### src/rtl/pmc_pkg.sv
package pmc_pkg;

  typedef enum logic [2:0] {
    PM_FULL     = 3'd0,
    PM_DIVIDED  = 3'd1,
    PM_SLEEP    = 3'd2,
    PM_SWSTBY   = 3'd3,
    PM_SUBACT   = 3'd4,
    PM_SUBSLEEP = 3'd5,
    PM_WATCH    = 3'd6,
    PM_SETTLE   = 3'd7
  } pm_mode_e;

  typedef struct packed {
    logic       stby;
    logic [2:0] settle_code;
    logic       rsvd;
    logic [2:0] clk_code;
  } pm_ctrl_t;

endpackage

### src/rtl/pmc_ctrl_reg.sv
module pmc_ctrl_reg
  import pmc_pkg::*;
(
  input  logic     clk,
  input  logic     rst_n,
  input  logic     wr_en,
  input  pm_ctrl_t wdata,
  output pm_ctrl_t ctrl
);

  always_ff @(posedge clk or negedge rst_n) begin
    if (!rst_n) begin
      ctrl <= '0;
    end else if (wr_en) begin
      ctrl.stby        <= wdata.stby;
      ctrl.settle_code <= wdata.settle_code;
      ctrl.rsvd        <= 1'b0;
      ctrl.clk_code    <= wdata.clk_code;
    end
  end

endmodule

### src/rtl/pmc_settle_timer.sv
module pmc_settle_timer #(
  parameter int BASE_SHIFT = 8,
  parameter int STEP_SHIFT = 2,
  parameter int CODE_W     = 3,
  parameter int CAP_CODE   = (1 << CODE_W) - 1,
  localparam int NUM_CODES = 1 << CODE_W,
  localparam int CNT_W     = BASE_SHIFT + STEP_SHIFT * CAP_CODE + 1
) (
  input  logic              clk,
  input  logic              rst_n,
  input  logic              start,
  input  logic [CODE_W-1:0] code,
  output logic              done
);

  logic [CNT_W-1:0] load_tab [NUM_CODES];
  logic [CNT_W-1:0] cnt;

  for (genvar i = 0; i < NUM_CODES; i++) begin : g_load
    localparam int EFF = (i > CAP_CODE) ? CAP_CODE : i;
    localparam int SH  = BASE_SHIFT + STEP_SHIFT * EFF;
    assign load_tab[i] = CNT_W'(1) << SH;
  end

  always_ff @(posedge clk or negedge rst_n) begin
    if (!rst_n) begin
      cnt <= '0;
    end else if (start) begin
      cnt <= load_tab[code];
    end else if (cnt != '0) begin
      cnt <= cnt - CNT_W'(1);
    end
  end

  assign done = (cnt == CNT_W'(1));

endmodule

### src/rtl/pmc_clk_div.sv
module pmc_clk_div #(
  parameter int CODE_W    = 3,
  parameter int MAX_SHIFT = 5,
  localparam int CNT_W    = MAX_SHIFT
) (
  input  logic              clk,
  input  logic              rst_n,
  input  logic [CODE_W-1:0] sel,
  output logic              sel_divides,
  output logic              en
);

  logic [CODE_W-1:0] shift_new;
  logic [CODE_W-1:0] shift_q;
  logic [CNT_W-1:0]  cnt;
  logic [CNT_W:0]    last_val;

  always_comb begin
    if ((sel != '0) && (int'(sel) <= MAX_SHIFT)) shift_new = sel;
    else                                         shift_new = '0;
  end

  assign sel_divides = (shift_new != '0);
  assign last_val    = ((CNT_W+1)'(1) << shift_q) - (CNT_W+1)'(1);
  assign en          = ({1'b0, cnt} == last_val);

  always_ff @(posedge clk or negedge rst_n) begin
    if (!rst_n) begin
      cnt     <= '0;
      shift_q <= '0;
    end else if (en) begin
      cnt     <= '0;
      shift_q <= shift_new;
    end else begin
      cnt     <= cnt + CNT_W'(1);
    end
  end

endmodule

### src/rtl/pmc_mode_fsm.sv
module pmc_mode_fsm
  import pmc_pkg::*;
(
  input  logic     clk,
  input  logic     rst_n,
  input  logic     sleep_req,
  input  logic     wake_irq,
  input  logic [1:0] qual,
  input  logic     stby,
  input  logic     clk_code_nz,
  input  logic     divides,
  input  logic     settle_done,
  output logic     settle_start,
  output logic     running,
  output logic     err,
  output pm_mode_e mode
);

  pm_mode_e st, nxt;
  logic     blocked;

  always_comb begin
    nxt          = st;
    settle_start = 1'b0;
    blocked      = 1'b0;
    unique case (st)
      PM_FULL: begin
        if (sleep_req) begin
          if (!stby)                nxt = PM_SLEEP;
          else if (qual == 2'b00)   nxt = PM_SWSTBY;
          else if (clk_code_nz)     blocked = 1'b1;
          else                      nxt = qual[1] ? PM_WATCH : PM_SUBACT;
        end
      end
      PM_SUBACT: begin
        if (sleep_req) begin
          if (!stby) begin
            nxt = PM_SUBSLEEP;
          end else if (qual[1]) begin
            if (clk_code_nz) blocked = 1'b1;
            else             nxt = PM_WATCH;
          end else begin
            nxt          = PM_SETTLE;
            settle_start = 1'b1;
          end
        end
      end
      PM_SLEEP:    if (wake_irq) nxt = PM_FULL;
      PM_SUBSLEEP: if (wake_irq) nxt = PM_SUBACT;
      PM_SWSTBY, PM_WATCH: begin
        if (wake_irq) begin
          nxt          = PM_SETTLE;
          settle_start = 1'b1;
        end
      end
      PM_SETTLE:   if (settle_done) nxt = PM_FULL;
      default:     nxt = PM_FULL;
    endcase
  end

  always_ff @(posedge clk or negedge rst_n) begin
    if (!rst_n) begin
      st  <= PM_FULL;
      err <= 1'b0;
    end else begin
      st  <= nxt;
      err <= blocked;
    end
  end

  assign running = (st == PM_FULL);
  assign mode    = (running && divides) ? PM_DIVIDED : st;

endmodule

### src/rtl/pwr_mode_ctl.sv
module pwr_mode_ctl
  import pmc_pkg::*;
#(
  parameter int BASE_SHIFT    = 8,
  parameter int STEP_SHIFT    = 2,
  parameter int MAX_DIV_SHIFT = 5
) (
  input  logic       clk,
  input  logic       rst_n,
  input  logic       bus_sel,
  input  logic       bus_wr,
  input  logic [7:0] bus_wdata,
  output logic [7:0] bus_rdata,
  input  logic       sleep_req,
  input  logic [1:0] mode_qual,
  input  logic       wake_irq,
  output logic [2:0] pwr_mode,
  output logic       settle_done,
  output logic       trans_err,
  output logic       clk_en
);

  pm_ctrl_t ctrl;
  pm_mode_e mode;
  logic     settle_start, running, divides, div_en;

  pmc_ctrl_reg u_reg (
    .clk   (clk),
    .rst_n (rst_n),
    .wr_en (bus_sel && bus_wr),
    .wdata (pm_ctrl_t'(bus_wdata)),
    .ctrl  (ctrl)
  );

  pmc_settle_timer #(
    .BASE_SHIFT (BASE_SHIFT),
    .STEP_SHIFT (STEP_SHIFT),
    .CODE_W     (3)
  ) u_timer (
    .clk   (clk),
    .rst_n (rst_n),
    .start (settle_start),
    .code  (ctrl.settle_code),
    .done  (settle_done)
  );

  pmc_clk_div #(
    .CODE_W    (3),
    .MAX_SHIFT (MAX_DIV_SHIFT)
  ) u_div (
    .clk         (clk),
    .rst_n       (rst_n),
    .sel         (ctrl.clk_code),
    .sel_divides (divides),
    .en          (div_en)
  );

  pmc_mode_fsm u_fsm (
    .clk          (clk),
    .rst_n        (rst_n),
    .sleep_req    (sleep_req),
    .wake_irq     (wake_irq),
    .qual         (mode_qual),
    .stby         (ctrl.stby),
    .clk_code_nz  (ctrl.clk_code != 3'd0),
    .divides      (divides),
    .settle_done  (settle_done),
    .settle_start (settle_start),
    .running      (running),
    .err          (trans_err),
    .mode         (mode)
  );

  assign bus_rdata = ctrl;
  assign pwr_mode  = mode;
  assign clk_en    = div_en && running;

endmodule

### config.mk
export PLATFORM = sky130hd
export DESIGN_NAME = pwr_mode_ctl
export DESIGN_NICKNAME = d
export VERILOG_FILES = /design/src/rtl/pmc_pkg.sv /design/src/rtl/pmc_ctrl_reg.sv /design/src/rtl/pmc_settle_timer.sv /design/src/rtl/pmc_clk_div.sv /design/src/rtl/pmc_mode_fsm.sv /design/src/rtl/pwr_mode_ctl.sv
export SDC_FILE = /design/constraint.sdc
export NUM_CORES = 1
export LEC_CHECK = 0
export ABC_AREA = 0
export BUFFER_PORTS_ARGS = -buffer_cell sky130_fd_sc_hd__buf_4
export CAP_MARGIN = 0
export CORE_UTILIZATION = 52
export DETAILED_ROUTE_END_ITERATION = 16
export GPL_TIMING_DRIVEN = 0
export PLACE_DENSITY = 0.74
export REMOVE_ABC_BUFFERS = 1
export SYNTH_ARGS = -nofsm -noshare
export SYNTH_HDL_FRONTEND = slang
export SYNTH_SLANG_ARGS = --single-unit
### constraint.sdc
create_clock -name clk -period 2.9 [get_ports clk]
set_input_delay 0.58 -clock clk [delete_from_list [all_inputs] [get_ports clk]]
set_output_delay 0.58 -clock clk [all_outputs]
set_load 0.005 [all_outputs]
---- Word level (Yosys, flattened, before mapping) ----
Memories as Yosys holds them, arrays and structs flattened.
Index checks and enable logic that the tools add are counted.
cells by class
  add/sub/neg operators ................... 3
  magnitude comparators ................... 2
  eq/ne operators ......................... 16
  shift operators ......................... 1
  muxes and demuxes ....................... 34
  bitwise logic cells ..................... 1
  reduce and logical (&&, ||, !) cells .... 12
operators by type and width
  operator                 count
  $mux W23                 4
  $mux W3                  14
  $eq A23 B1 Y1 const B    1
  $reduce_bool A23 Y1      1
  $sub A23 B1 Y23 const B  1
  $pmux W3 S6              1
  $eq A3 B3 Y1 const B     4
  $ne A2 B2 Y1 const B     6
  $mux W1                  11
  $ne A4 B4 Y1 const B     2
  $reduce_and A8 Y1        1
  $eq A3 B2 Y1 const B     2
  $eq A5 B6 Y1             1
  $reduce_bool A3 Y1       2
  $shl A1 B3 Y6 const A    1
  $sub A6 B2 Y6 const B    1
  $add A5 B1 Y5 const B    1
  $mux W5                  1
  $ge A4 B4 Y1 const B     1
  $logic_and A1 B1 Y1      4
  $not A3 Y4               1
  $pmux W1 S2              2
  $le A3 B3 Y1 const B     1
  $logic_not A3 Y1         1
  other kinds (4)          4
storage, ports and cells
  register bits ........................... 42
  memory bits (read-only) ................. 184
  output and inout bits ................... 14
  word-level logic and storage cells ...... 78
  memories ................................ 1
memory list
  name              depth  width  read ports  clocked after Yosys merged registers in  wr ports  RTL line                source
  (name not given)  8      23     1           0                                        0         pmc_settle_timer.sv:29  cnt <= load_tab[code];

---- Depth between registers and ports, before layout ----
  depth after elaboration ................. 6
  mapped depth ............................ 8
  gate-level depth less buffers ........... 8

---- Hierarchy ----
From an unflattened synthesis, not the netlist that was laid out.
unflattened totals
  cells, all modules ...................... 258
  area, all modules ....................... 2,560.0 um2
by module, submodules not included
  module            instances  cells an instance  area an instance (um2)
  pmc_settle_timer  1          145                1,367.6
  pmc_clk_div       1          41                 464.2
  pmc_mode_fsm      1          52                 406.6
  pmc_ctrl_reg      1          17                 302.8
  pwr_mode_ctl      1          3                  18.8

---- Worst setup path before layout ----
Ideal clock, no wire load.
  path type ............................... flip-flop to output port
  start point ............................. register u_div.shift_q[2]
  end point ............................... output clk_en
  data arrival time ....................... 2.484 ns
  data required time ...................... 2.320 ns
  setup slack ............................. -0.164 ns
  cell stages (with the launch flop) ...... 9
  cell sequence ........................... dfrtp_1 -> buf_4 -> or3_1 -> ha_1 -> or4b_1 -> o311ai_1 -> xor2_2 -> or3_1 -> nor3_1
on the way
  word-level cells in the longest chain between the ends .. 4
ends and longest elaborated chain
  item                    RTL line            source
  from (decl)             pmc_clk_div.sv:14   logic [CODE_W-1:0] shift_q;
  from (signal assigned)  pmc_clk_div.sv:33   shift_q <= shift_new;
  $shl A1 B3 Y6           pmc_clk_div.sv:24   assign last_val = ((CNT_W+1)'(1) << shift_q) - (CNT_W+1)'(1);
  $sub A6 B2 Y6           pmc_clk_div.sv:24
  $eq A5 B6 Y1            pmc_clk_div.sv:25   assign en = ({1'b0, cnt} == last_val);
  $logic_and A1 B1 Y1     pwr_mode_ctl.sv:76  assign clk_en = div_en && running;
  to (decl)               pwr_mode_ctl.sv:20  output logic clk_en
Every way passes these cells.

---- Worst setup path in the final report ----
  start point ............................. register u_div.shift_q[0]
  end point ............................... output clk_en
The elaborated chain is that of the path after synthesis.

==> impl_metrics.env <==
export IMPL_status="finished with violations"
export IMPL_violations="negative setup slack"
export IMPL_antenna_found_initial=0
export IMPL_ys_seq_area_share_pct=42.4
export IMPL_cp_arrival_ns=2.60
export IMPL_globalRouteOverflowTotal=0
export IMPL_hold_viol=0
export IMPL_dr_first_iter_drc_count=67
export IMPL_finClkSkew_ns=0.00731
export IMPL_end_kind="output pin"
export IMPL_synth_top_cell_by_area="dfrtp_1"
export IMPL_reg2reg_slack_ns=0.23
export IMPL_synthCells=256
export IMPL_synth_main_ff_cell="dfrtp_1"
export IMPL_hold_class="primary input to asynchronous set/reset pin"
export IMPL_stdcell_count=339
export IMPL_vias=1972
export IMPL_yosys_top_cells_area="dfrtp_1, xor2_1, nor2_1, mux2_2, o21ai_0"
export IMPL_met3_usage_pct=3.85
export IMPL_n_antenna_cell=0
export IMPL_cp_max_fo=3
export IMPL_synth_async_reset_ratio_pct=100
export IMPL_dp_hpwl_um=3470
export IMPL_place_inst=322
export IMPL_synthTopCellsByCount="dfrtp_1, nor2_1, nand2_1"
export IMPL_crit_type="register to output pin"
export IMPL_ant_nets=0
export IMPL_rr_worst_depth=9
export IMPL_synth_most_common_cell="dfrtp_1"
export IMPL_finalNetCount=306
export IMPL_grt_max_degree=43
export IMPL_insertion_delay_ns=0.30
export IMPL_htree_num_levels=2
export IMPL_maxClockFrequency_mhz=314
export IMPL_p_leak_uw=0.00123
export IMPL_synth_edff_count=0
export IMPL_wl_per_cell_um=14.9
export IMPL_r2r_end="u_div.shift_q[1]$_DFFE_PN0N_"
export IMPL_rows=24
export IMPL_cts_buffers=5
export IMPL_critPathLaunchType="register"
export IMPL_gr_usage_met1_pct=29.6
export IMPL_yosys_warnings=0
export IMPL_dpl_instance_area_sq_um=2690
export IMPL_reg2reg_from="u_div.shift_q[0]$_DFFE_PN0N_"
export IMPL_setup_violations=1
export IMPL_synth_seq_cells=42
export IMPL_cap_violations=0
export IMPL_ios=30
export IMPL_grt_pass1_vias=1838
export IMPL_worst_pin_slew_ns=0.796
export IMPL_grt_use_met2_pct=34.3
export IMPL_clk_pin_slew_ns=0.08
export IMPL_io_buffers=27
export IMPL_cts_tree="built"
export IMPL_cts_root_buf="clkbuf_8"
export IMPL_drt_pass1_iter_count=4
export IMPL_final_min_clock_period_ns=3.18
export IMPL_fillers=371
export IMPL_cp_required_ns=2.32
export IMPL_core_area_sq_um=4470
export IMPL_fin_area_sq_um=2890
export IMPL_numClockSinks=42
export IMPL_drv_slew=0
export IMPL_die_h_um=71.0
export IMPL_die_width_um=71.0
export IMPL_viasPerCell=5.82
export IMPL_fin_hold_ws_ns=0.256
export IMPL_syn_area_per_cell_sq_um=9.67
export IMPL_yosysTopAreaCellShare_pct=42.4
export IMPL_power_density_nw_per_um2=1090
export IMPL_period_share_pct=110
export IMPL_drc_errors=0
export IMPL_final_layout_size_suffix_gt1_share_pct=27.9
export IMPL_routed_wl_um=5060
export IMPL_yosysUniqueCellTypes=57
export IMPL_grt_total_usage_pct=21.5
export IMPL_grt_setup_unrepaired="yes"
export IMPL_grt_pass1_wl_um=8430
export IMPL_maxSlewHeadroom_pct=46.6
export IMPL_syn_area_sq_um=2480
export IMPL_worst_slack_ns=-0.281
export IMPL_hold_buffers=0
export IMPL_vdd_drop_max_mv=0.468
export IMPL_area_growth_pct=16.5
export IMPL_initial_core_util_pct=55.3
export IMPL_dieArea_sq_um=5040
export IMPL_gp_congestion=0.818
export IMPL_clockBufferDepth=2
export IMPL_grt_busiest_layer="met2"
[what timing repair did]
item                       4_1_cts  5_1_grt
gates cloned                     0        0
pin swaps                        6        1
setup endpoints to repair        1        1
gates resized for setup          8        1
setup buffers                    8        1
[placed cells by master (no fill, tap or decap), types with 3 or more instances in the layout]
cell / instances
nand2_1: 17
a21oi_1: 9
inv_1: 6
o211ai_1: 6
xnor2_1: 5
mux2i_1: 3
nand4b_1: 3
o21ai_0: 15
or4_1: 5
nor2b_1: 4
ha_1: 3
mux2_2: 7
clkbuf_8: 6
o31ai_1: 3
nand4_1: 3
xor2_1: 12
nor2_1: 24
nor3b_1: 3
or3_4: 3
buf_4: 36
dfrtp_1: 40
nand3_1: 5
nand3b_1: 3
nor3_1: 10
or3_1: 5
[sequential cells by signal (all words and copies together), names as in the netlist]
name           count
u_timer.cnt       23
u_reg.ctrl         7
u_div.cnt          5
u_div.shift_q      3
u_fsm.st           3
u_fsm.err          1
[where the power goes]
part / switching (uW) / internal, uW / total (uW)
clock: 206 / 192 / 398
sequential: 311 / 817 / 1130
combinational: 843 / 773 / 1620
total: 1360 / 1780 / 3140
[worst max path at each step]
stage	startpoint	to	slack, ns	cells past startpoint
floorplan	u_div.shift_q[2]$_DFFE_PN0N_	clk_en	-0.11	7
global placement	u_div.shift_q[2]$_DFFE_PN0N_	clk_en	-0.36	8
detailed placement	u_div.shift_q[2]$_DFFE_PN0N_	clk_en	-0.39	8
CTS	u_div.shift_q[0]$_DFFE_PN0N_	clk_en	-0.28	9
global route	u_div.shift_q[0]$_DFFE_PN0N_	clk_en	-0.37	9
finish	u_div.shift_q[0]$_DFFE_PN0N_	clk_en	-0.28	9
[worst max-delay path, cell delays in order (launching register included)]
cell and delay (ns):
dfrtp_1 0.39, inv_2 0.05, or3_1 0.38, ha_2 0.20
or4b_4 0.49, o311ai_4 0.09, xor2_2 0.12, or3_4 0.35
nor3_2 0.11, buf_4 0.13
[layer usage]
metal,part of all wire [%],wire (um)
met1,49,2480
met2,47,2390
met3,2.3,115
met4,1.4,72
met5,0,0
[layout make-up]
| type | count | area (sq um) | share of cell area [%] |
|---|---|---|---|
| inverter | 7 | 26.3 | 0.911 |
| multi-input combinational | 193 | 1370 | 47.4 |
| clock inverter | 1 | 5.00 | 0.173 |
| sequential | 42 | 1050 | 36.5 |
| clock buffer | 7 | 86.3 | 2.99 |
| tap | 52 | 65.1 | 2.25 |
| timing repair buffer | 37 | 282 | 9.76 |
[metrics by stage]
step / util [%] / power [uW] / setup TNS, ns / setup WS [ns]
6_report: 64.5 / 3140 / -0.281 / -0.281
5_1_grt: 64.5 / 3390 / -0.367 / -0.367
4_1_cts: 64.3 / 3140 / -0.275 / -0.275
3_5_place_dp: 60.1 / 2560 / -0.387 / -0.387
3_3_place_gp: 59.7 / 2490 / -0.355 / -0.355
2_1_floorplan: - / 2170 / -0.113 / -0.113
[kinds of logic (layout without fill, tap and decap cells)]
| family | count (synthesis) | after routing | share of synthesized area, % |
|---|---|---|---|
| AO/OA/AOI/OAI | 51 | 51 | 13.5 |
| XOR/XNOR | 18 | 18 | 6.67 |
| adder cells (fa/ha/maj) | 4 | 4 | 2.02 |
| buffers and inverters | 21 | 52 | 3.94 |
| flip-flops | 42 | 42 | 42.4 |
| multiplexers | 12 | 12 | 5.61 |
| other | 1 | 1 | 0.151 |
| AND/OR/NAND/NOR | 107 | 107 | 25.6 |
No activity file was read; power rests on OpenSTA's default activity.
